`src/rtl/pll_lock_pkg.sv`:
```
package pll_lock_pkg;
  typedef struct packed {
    logic good;
    logic bad;
  } verdict_t;
endpackage

```
`src/rtl/lock_err_sync.sv`:
```
module lock_err_sync #(
  parameter int STAGES = 2
) (
  input  logic clk,
  input  logic rst_n,
  input  logic d,
  output logic q
);
  logic [STAGES-1:0] sh_q;
  logic [STAGES-1:0] sh_d;

  always_comb begin
    sh_d = {sh_q[STAGES-2:0], d};
  end

  always_ff @(posedge clk or negedge rst_n) begin
    if (!rst_n) sh_q <= '0;
    else        sh_q <= sh_d;
  end

  assign q = sh_q[STAGES-1];
endmodule

```
`src/rtl/lock_width_meter.sv`:
```
module lock_width_meter
  import pll_lock_pkg::*;
#(
  parameter int WIDTH_W = 8,
  parameter int TMO_W   = 16
) (
  input  logic               clk,
  input  logic               rst_n,
  input  logic               clr_n,
  input  logic               cmp_stb,
  input  logic               err_s,
  input  logic [WIDTH_W-1:0] thresh,
  input  logic [TMO_W-1:0]   tmo_lim,
  output verdict_t           vd
);
  localparam logic [WIDTH_W-1:0] WMAX = '1;
  localparam logic [TMO_W-1:0]   IMAX = '1;

  logic [WIDTH_W-1:0] wid_q, wid_d;
  logic [TMO_W-1:0]   idle_q, idle_d;
  logic               tmo;

  always_comb begin
    tmo = clr_n && !cmp_stb && (tmo_lim != '0) &&
          (idle_q == tmo_lim - TMO_W'(1));
    vd.good = clr_n && cmp_stb && (wid_q < thresh);
    vd.bad  = clr_n && ((cmp_stb && (wid_q >= thresh)) || tmo);

    if (!clr_n)                      wid_d = '0;
    else if (cmp_stb)                wid_d = {{(WIDTH_W-1){1'b0}}, err_s};
    else if (err_s && wid_q != WMAX) wid_d = wid_q + WIDTH_W'(1);
    else                             wid_d = wid_q;

    if (!clr_n || cmp_stb || tmo)    idle_d = '0;
    else if (idle_q != IMAX)         idle_d = idle_q + TMO_W'(1);
    else                             idle_d = idle_q;
  end

  always_ff @(posedge clk or negedge rst_n) begin
    if (!rst_n) begin
      wid_q  <= '0;
      idle_q <= '0;
    end else begin
      wid_q  <= wid_d;
      idle_q <= idle_d;
    end
  end

  // a full width count holds while more high samples arrive
  p_width_sat_r7: assert property (@(posedge clk) disable iff (!rst_n)
    (clr_n && !cmp_stb && err_s && wid_q == WMAX) |=> (wid_q == WMAX));
  // a bad verdict without a strobe needs an enabled timeout
  p_tmo_enabled_r6: assert property (@(posedge clk) disable iff (!rst_n)
    (vd.bad && !cmp_stb) |-> (tmo_lim != '0));
  // clear empties the width window
  p_clear_window_r4: assert property (@(posedge clk) disable iff (!rst_n)
    !clr_n |=> (wid_q == '0 && idle_q == '0));
endmodule

```
`src/rtl/lock_qualifier.sv`:
```
module lock_qualifier
  import pll_lock_pkg::*;
#(
  parameter int QUAL = 8
) (
  input  logic     clk,
  input  logic     rst_n,
  input  logic     clr_n,
  input  verdict_t vd,
  output logic     lock
);
  localparam int QW = $clog2(QUAL + 1);
  localparam logic [QW-1:0] QFULL = QW'(QUAL);

  logic [QW-1:0] cnt_q, cnt_d;
  logic          lock_q, lock_d;

  always_comb begin
    if (!clr_n || vd.bad)            cnt_d = '0;
    else if (vd.good && cnt_q != QFULL) cnt_d = cnt_q + QW'(1);
    else                             cnt_d = cnt_q;
    lock_d = (cnt_d == QFULL);
  end

  always_ff @(posedge clk or negedge rst_n) begin
    if (!rst_n) begin
      cnt_q  <= '0;
      lock_q <= 1'b0;
    end else begin
      cnt_q  <= cnt_d;
      lock_q <= lock_d;
    end
  end

  assign lock = lock_q;

  // one bad cycle withdraws lock and restarts qualification
  p_drop_on_bad_r3: assert property (@(posedge clk) disable iff (!rst_n)
    vd.bad |=> (!lock && cnt_q == '0));
  // clear forces lock low and count to zero
  p_clear_r4: assert property (@(posedge clk) disable iff (!rst_n)
    !clr_n |=> (!lock && cnt_q == '0));
  // lock rises only on the last of the qualifying good cycles
  p_rise_after_full_r2: assert property (@(posedge clk) disable iff (!rst_n)
    $rose(lock) |-> ($past(vd.good) && $past(cnt_q) == QFULL - QW'(1)));
  // a compare cycle is never both good and bad
  p_verdict_excl_r8: assert property (@(posedge clk) disable iff (!rst_n)
    !(vd.good && vd.bad));
endmodule

```
`src/rtl/pll_lock_qualifier.sv`:
```
module pll_lock_qualifier
  import pll_lock_pkg::*;
#(
  parameter int WIDTH_W = 8,
  parameter int TMO_W   = 16,
  parameter int QUAL    = 8
) (
  input  logic               clk,
  input  logic               rst_n,
  input  logic               clr_n,
  input  logic               cmp_stb,
  input  logic               err_pulse,
  input  logic [WIDTH_W-1:0] thresh,
  input  logic [TMO_W-1:0]   tmo_lim,
  output logic               lock
);
  logic [1:0] rst_sh_q;
  logic       rst_s_n;
  logic       err_s;
  verdict_t   vd;

  always_ff @(posedge clk or negedge rst_n) begin
    if (!rst_n) rst_sh_q <= 2'b00;
    else        rst_sh_q <= {rst_sh_q[0], 1'b1};
  end
  assign rst_s_n = rst_sh_q[1];

  lock_err_sync #(.STAGES(2)) u_sync (
    .clk(clk), .rst_n(rst_s_n), .d(err_pulse), .q(err_s)
  );

  lock_width_meter #(.WIDTH_W(WIDTH_W), .TMO_W(TMO_W)) u_meter (
    .clk(clk), .rst_n(rst_s_n), .clr_n(clr_n), .cmp_stb(cmp_stb),
    .err_s(err_s), .thresh(thresh), .tmo_lim(tmo_lim), .vd(vd)
  );

  lock_qualifier #(.QUAL(QUAL)) u_qual (
    .clk(clk), .rst_n(rst_s_n), .clr_n(clr_n), .vd(vd), .lock(lock)
  );

  // lock is low whenever the internal reset is held
  p_reset_low_r1: assert property (@(posedge clk) !rst_s_n |=> !lock);
endmodule

```
`config.mk`:
```
export PLATFORM = sky130hd
export DESIGN_NAME = pll_lock_qualifier
export DESIGN_NICKNAME = d
export VERILOG_FILES = /design/src/rtl/pll_lock_pkg.sv /design/src/rtl/lock_err_sync.sv /design/src/rtl/lock_width_meter.sv /design/src/rtl/lock_qualifier.sv /design/src/rtl/pll_lock_qualifier.sv
export SDC_FILE = /design/constraint.sdc
export NUM_CORES = 1
export LEC_CHECK = 0
export ABC_AREA = 1
export ABC_CLOCK_PERIOD_IN_PS = 1190
export BUFFER_PORTS_ARGS = -buffer_cell sky130_fd_sc_hd__buf_2
export CORE_MARGIN = 2
export CORE_UTILIZATION = 50
export CTS_CLUSTER_SIZE = 10
export DETAILED_ROUTE_END_ITERATION = 6
export GPL_TIMING_DRIVEN = 0
export PLACE_DENSITY = 0.71
export SYNTH_ARGS = -nofsm -noshare
export SYNTH_HDL_FRONTEND = slang
export SYNTH_SLANG_ARGS = --single-unit
```
`constraint.sdc`:
```
create_clock -name clk -period 1.19 [get_ports clk]
set_clock_uncertainty 0.15 [all_clocks]
set_input_delay 0.119 -clock clk [delete_from_list [all_inputs] [get_ports clk]]
set_output_delay 0.119 -clock clk [all_outputs]
set_load 0.1 [all_outputs]
```
==> flow_results.org <==
** Run status
- Run status :: complete, but fails checks
- The checks that failed: negative setup slack.

** Yosys
- The mapped netlist covers between 0.002 and 0.003 mm2.
- Top-area cell type share of the netlist area :: 31.4%
- Proportion of synthesized flip-flops having asynchronous set or reset :: 100%
- The Yosys step of the flow raised 0 warnings.
- Largest cells by area after synthesis :: dfrtp_1, nand2_1, inv_1, nor2_1, ha_1
- Most common flop cell mapped by yosys :: dfrtp_1
- Top-count cell post-synth :: nand2_1
- Most numerous cell types in the synthesized netlist :: nand2_1, inv_1, nor2_1
- Sequential-to-total area share from yosys stat :: a little under a third
- Counting every instance in the synthesized netlist gives 385.
- In this run, synthesis inferred 0 flip-flops with an integrated enable.
- Flip-flop and latch count after synthesis :: 33
- Post-Synthesis Net Count :: 428
- Cell type with the largest total area after synthesis :: dfrtp_1
- Number of library cell types mapped by synthesis :: 33
- Mean instance size in the synthesized netlist :: 6.82 um2

** Placed design
- Detailed placement finished with a half-perimeter wire length of about 4.7 mm.
- Prior to clock tree synthesis, the placed netlist has a worst setup slack of -0.934 ns.
- Routability-driven placement finished with a final weighted congestion of between 0.9 and 1.
- Input and output buffers added on the ports amount to 29.
- DP Area :: 0.00292 mm2
- Placed cell count :: 484

** Timing
- Endpoints failing hold :: 0
- Crit share post-route :: 170%
- For the finished layout, the period the worst path requires is 2.02 ns.
- Fmax :: slightly below 500 MHz
- # setup viols final :: 29
- Count of pins over their slew limit :: 0
- The worst pin sits at a relative slew slack of 52.8%.
- Worst slack on hold paths :: 0.00628 ns
- Final Worst Setup Slack :: -0.831 ns
- Actual transition at the worst max-transition pin :: about 0.7 ns
- Setup repair after global routing missed its margin :: yes

** Route
- Total number of vias :: 2,691
- Iteration-0 DRC count of the detailed router :: 143
- Dividing the detail-routed wire length by the instance count gives 13.8 um.
- After detailed routing, the total wire length is between 7 and 8 mm.
- First-pass DRT Iterations :: 4
- Remaining design rule violation count :: 0
- Count of nets left with antenna violations after detail routing :: 0
- In the routed layout, each cell is associated on average with a via count of 5.10.

** Layout
- The filler cells instantiated in the layout total 367.
- The sequential cells in the finished layout cover a total of 836 um2.
- Layout cell share with drive strength beyond 1 :: a little over a third
- Area growth from synthesis to layout :: 42.5%
- N_diodes :: 0
- Leaving out filler cells and counting taps, the final layout contains 528.
- After routing the design area is 0.00374 mm2.
- The multi-input combinational cells in the finished layout cover a total of 0.00193 mm2.
- At the end of the flow the core is filled with cells to 73.7%.
- In the final design database the tool counted 500 nets.

** Setup path
- For the worst setup path, the data arrival time is roughly 2 ns.
- For this run, the slowest stage of the critical path takes 0.45 ns.
- Top cell by count, worst path :: nor2_4
- STA classifies the critical path endpoint as a register.
- Endpoint required time on the critical path :: about 1.2 ns
- The worst setup path is launched from a register.
- Crit path kind :: reg2reg
- Maximum fanout count along the critical path :: 3
- Cell breakdown of the critical path :: buf_6 > ha_4 > nand2_4 > nor2_4 > a21oi_4 > buf_6 > nor2_4 > nor2_4 > nand2_2 > a221oi_2
- Number of buffer and inverter instances along the worst setup path :: 2
- Slowest library cell on the worst path :: dfrtp_2
- Grouping stages by cell kind, the critical path spends the most delay in compound AO/OA/AOI/OAI gates.

** Pwr
- Power share of the clock group :: 42.3%
- Switching power total :: 0.769 mW
- Total power per unit cell area :: 799 mW/mm2
- Switching share of power :: 25.7%
- Across the VDD grid, the largest voltage drop is just over 0.9 mV.
- Summed over all cells, the static leakage comes to approximately 1.7 nW.
- Comb power frac :: 17.7%
- Registers are responsible for 40.0% of the overall power.
- The internal power of the cells totals around 2.2 mW.

** Floorplan
- For this configuration, the core starts out at a cell density of between 50% and 60%.
- Height of the die :: between 70 and 80 um
- The floorplan step defined a die boundary enclosing 0.00585 mm2.
- For this design the top-level I/O count stands at 30.
- Core footprint :: ~0.0051 mm2
- Cell row count :: 26
- The die is roughly 76 um wide.

** GRT
- In the global route stage, overall resource usage came out at between 20% and 30%.
- The number of antenna violations at the first check in global routing was 0.
- First-pass GRT wire length :: approximately 11 mm
- The number of global-route vias before repair came to about 2,600.
- Total overflow reported by the global router :: 0
- Maximum number of pins on one net before global-route repair :: 32

** Clocking
- Latest clock arrival within the worst-skew pair :: between 0.2 and 0.3 ns
- The H-tree was split into 2 levels.
- Clock root buffer :: clkbuf_8
- CTS Buf Count :: 5
- The clock passes through at most 2 buffers.
- Counting every sink on the clock net gives 33.
- Clock-pin slew was measured on the worst setup and hold paths at around 0.070 ns.
- CTS tree :: yes

** Job
- Max-Cap Viols :: 0

** Worst hold path
- The min-delay analysis places its worst path in the category in2reg.
## registers in the layout, summed over array words and instances (netlist names)
signal,flops
u_sync.sh_q,2
u_meter.idle_q,16
u_meter.wid_q,8
u_qual.cnt_q,4
rst_sh_q,2
u_qual.lock,1
## cells by family after synthesis
group	Yosys count	synth area share, %
simple gates	212	36.4
fa+ha+maj	14	6.67
buf+inv	65	9.67
compound gates	37	7.91
flops	33	31.4
other cells	1	0.143
mux	1	0.381
xor+xnor	22	7.34
## cell type report
| cell class | count | share of cell area [%] |
|---|---|---|
| well taps | 70 | 2.34 |
| plain buffers | 3 | 0.669 |
| multi-input cells | 287 | 51.6 |
| clock inverters | 3 | 1.74 |
| repair buffers | 65 | 13.1 |
| flip-flops and latches | 33 | 22.3 |
| clock buffers | 5 | 1.84 |
| inverters | 62 | 6.42 |
## cells in the final DEF (no fill, tap or decap), types with 5 or more instances in the layout
cell	count
nand2_4	5
nand2_2	11
nand2_1	80
ha_4	9
nor3_1	6
xnor2_1	6
ha_1	5
clkbuf_8	5
o21ai_2	6
dfrtp_2	8
buf_6	9
buf_4	23
nor2_2	10
inv_1	51
buf_2	30
dfrtp_1	25
inv_2	9
o21ai_1	11
nor2_4	9
nor2_1	42
nand3_1	25
nand4_1	7
xor2_1	14
## worst paths after layout
path                             startpoint                end  cells past startpoint  slack [ns]
max                        u_meter.wid_q[1]   u_meter.wid_q[4]                     10       -0.83
min                                   clr_n   u_meter.wid_q[0]                      3       0.006
max reg2reg                u_meter.wid_q[1]   u_meter.wid_q[4]                     10       -0.83
min reg2reg                     rst_sh_q[1]     u_sync.sh_q[0]                      0        0.17
max in group asynchronous       rst_sh_q[1]  u_meter.idle_q[2]                      0        0.22
min in group asynchronous       rst_sh_q[1]     u_sync.sh_q[0]                      0        0.17
## metrics by stage
stage	total power [mW]	TNS [ns]
2_1_floorplan	1.44	-12.76
3_3_place_gp	1.56	-30.39
3_5_place_dp	1.57	-32.24
4_1_cts	2.88	-18.90
5_1_grt	3.11	-22.66
6_report	2.99	-19.90
## what timing repair did
item,4_1_cts,5_1_grt
resized for setup,14,88
setup endpoints to repair,61,30
cloned,0,1
hold buffers,3,0
endpoints found under the hold margin,3,0
pin swaps,8,35
setup buffers,19,17
## power groups by stage
stage	combinational (mW)	sequential [mW]	clock, mW
floorplan	0.242	1.20	0
global placement	0.348	1.21	0
detailed placement	0.361	1.21	0
CTS	0.420	1.19	1.27
global route	0.583	1.20	1.32
finish	0.528	1.20	1.27
## routing by layer
layer / vias up / wire [um] / global-route usage (%) / share of wire (%)
met2: 70 / 3650 / 38.9 / 50
met3: 14 / 323 / 4.62 / 4.4
li1: 1368 / - / - / -
met4: 0 / 136 / 7.45 / 1.9
met5: - / 0 / 0 / 0
met1: 1239 / 3160 / 28.4 / 43
## tightest hold or removal path: stages
cell and delay [ns]:
buf_2 0.14, o2111ai_2 0.09, o21ai_1 0.06
Power figures use the tool's default switching activity.
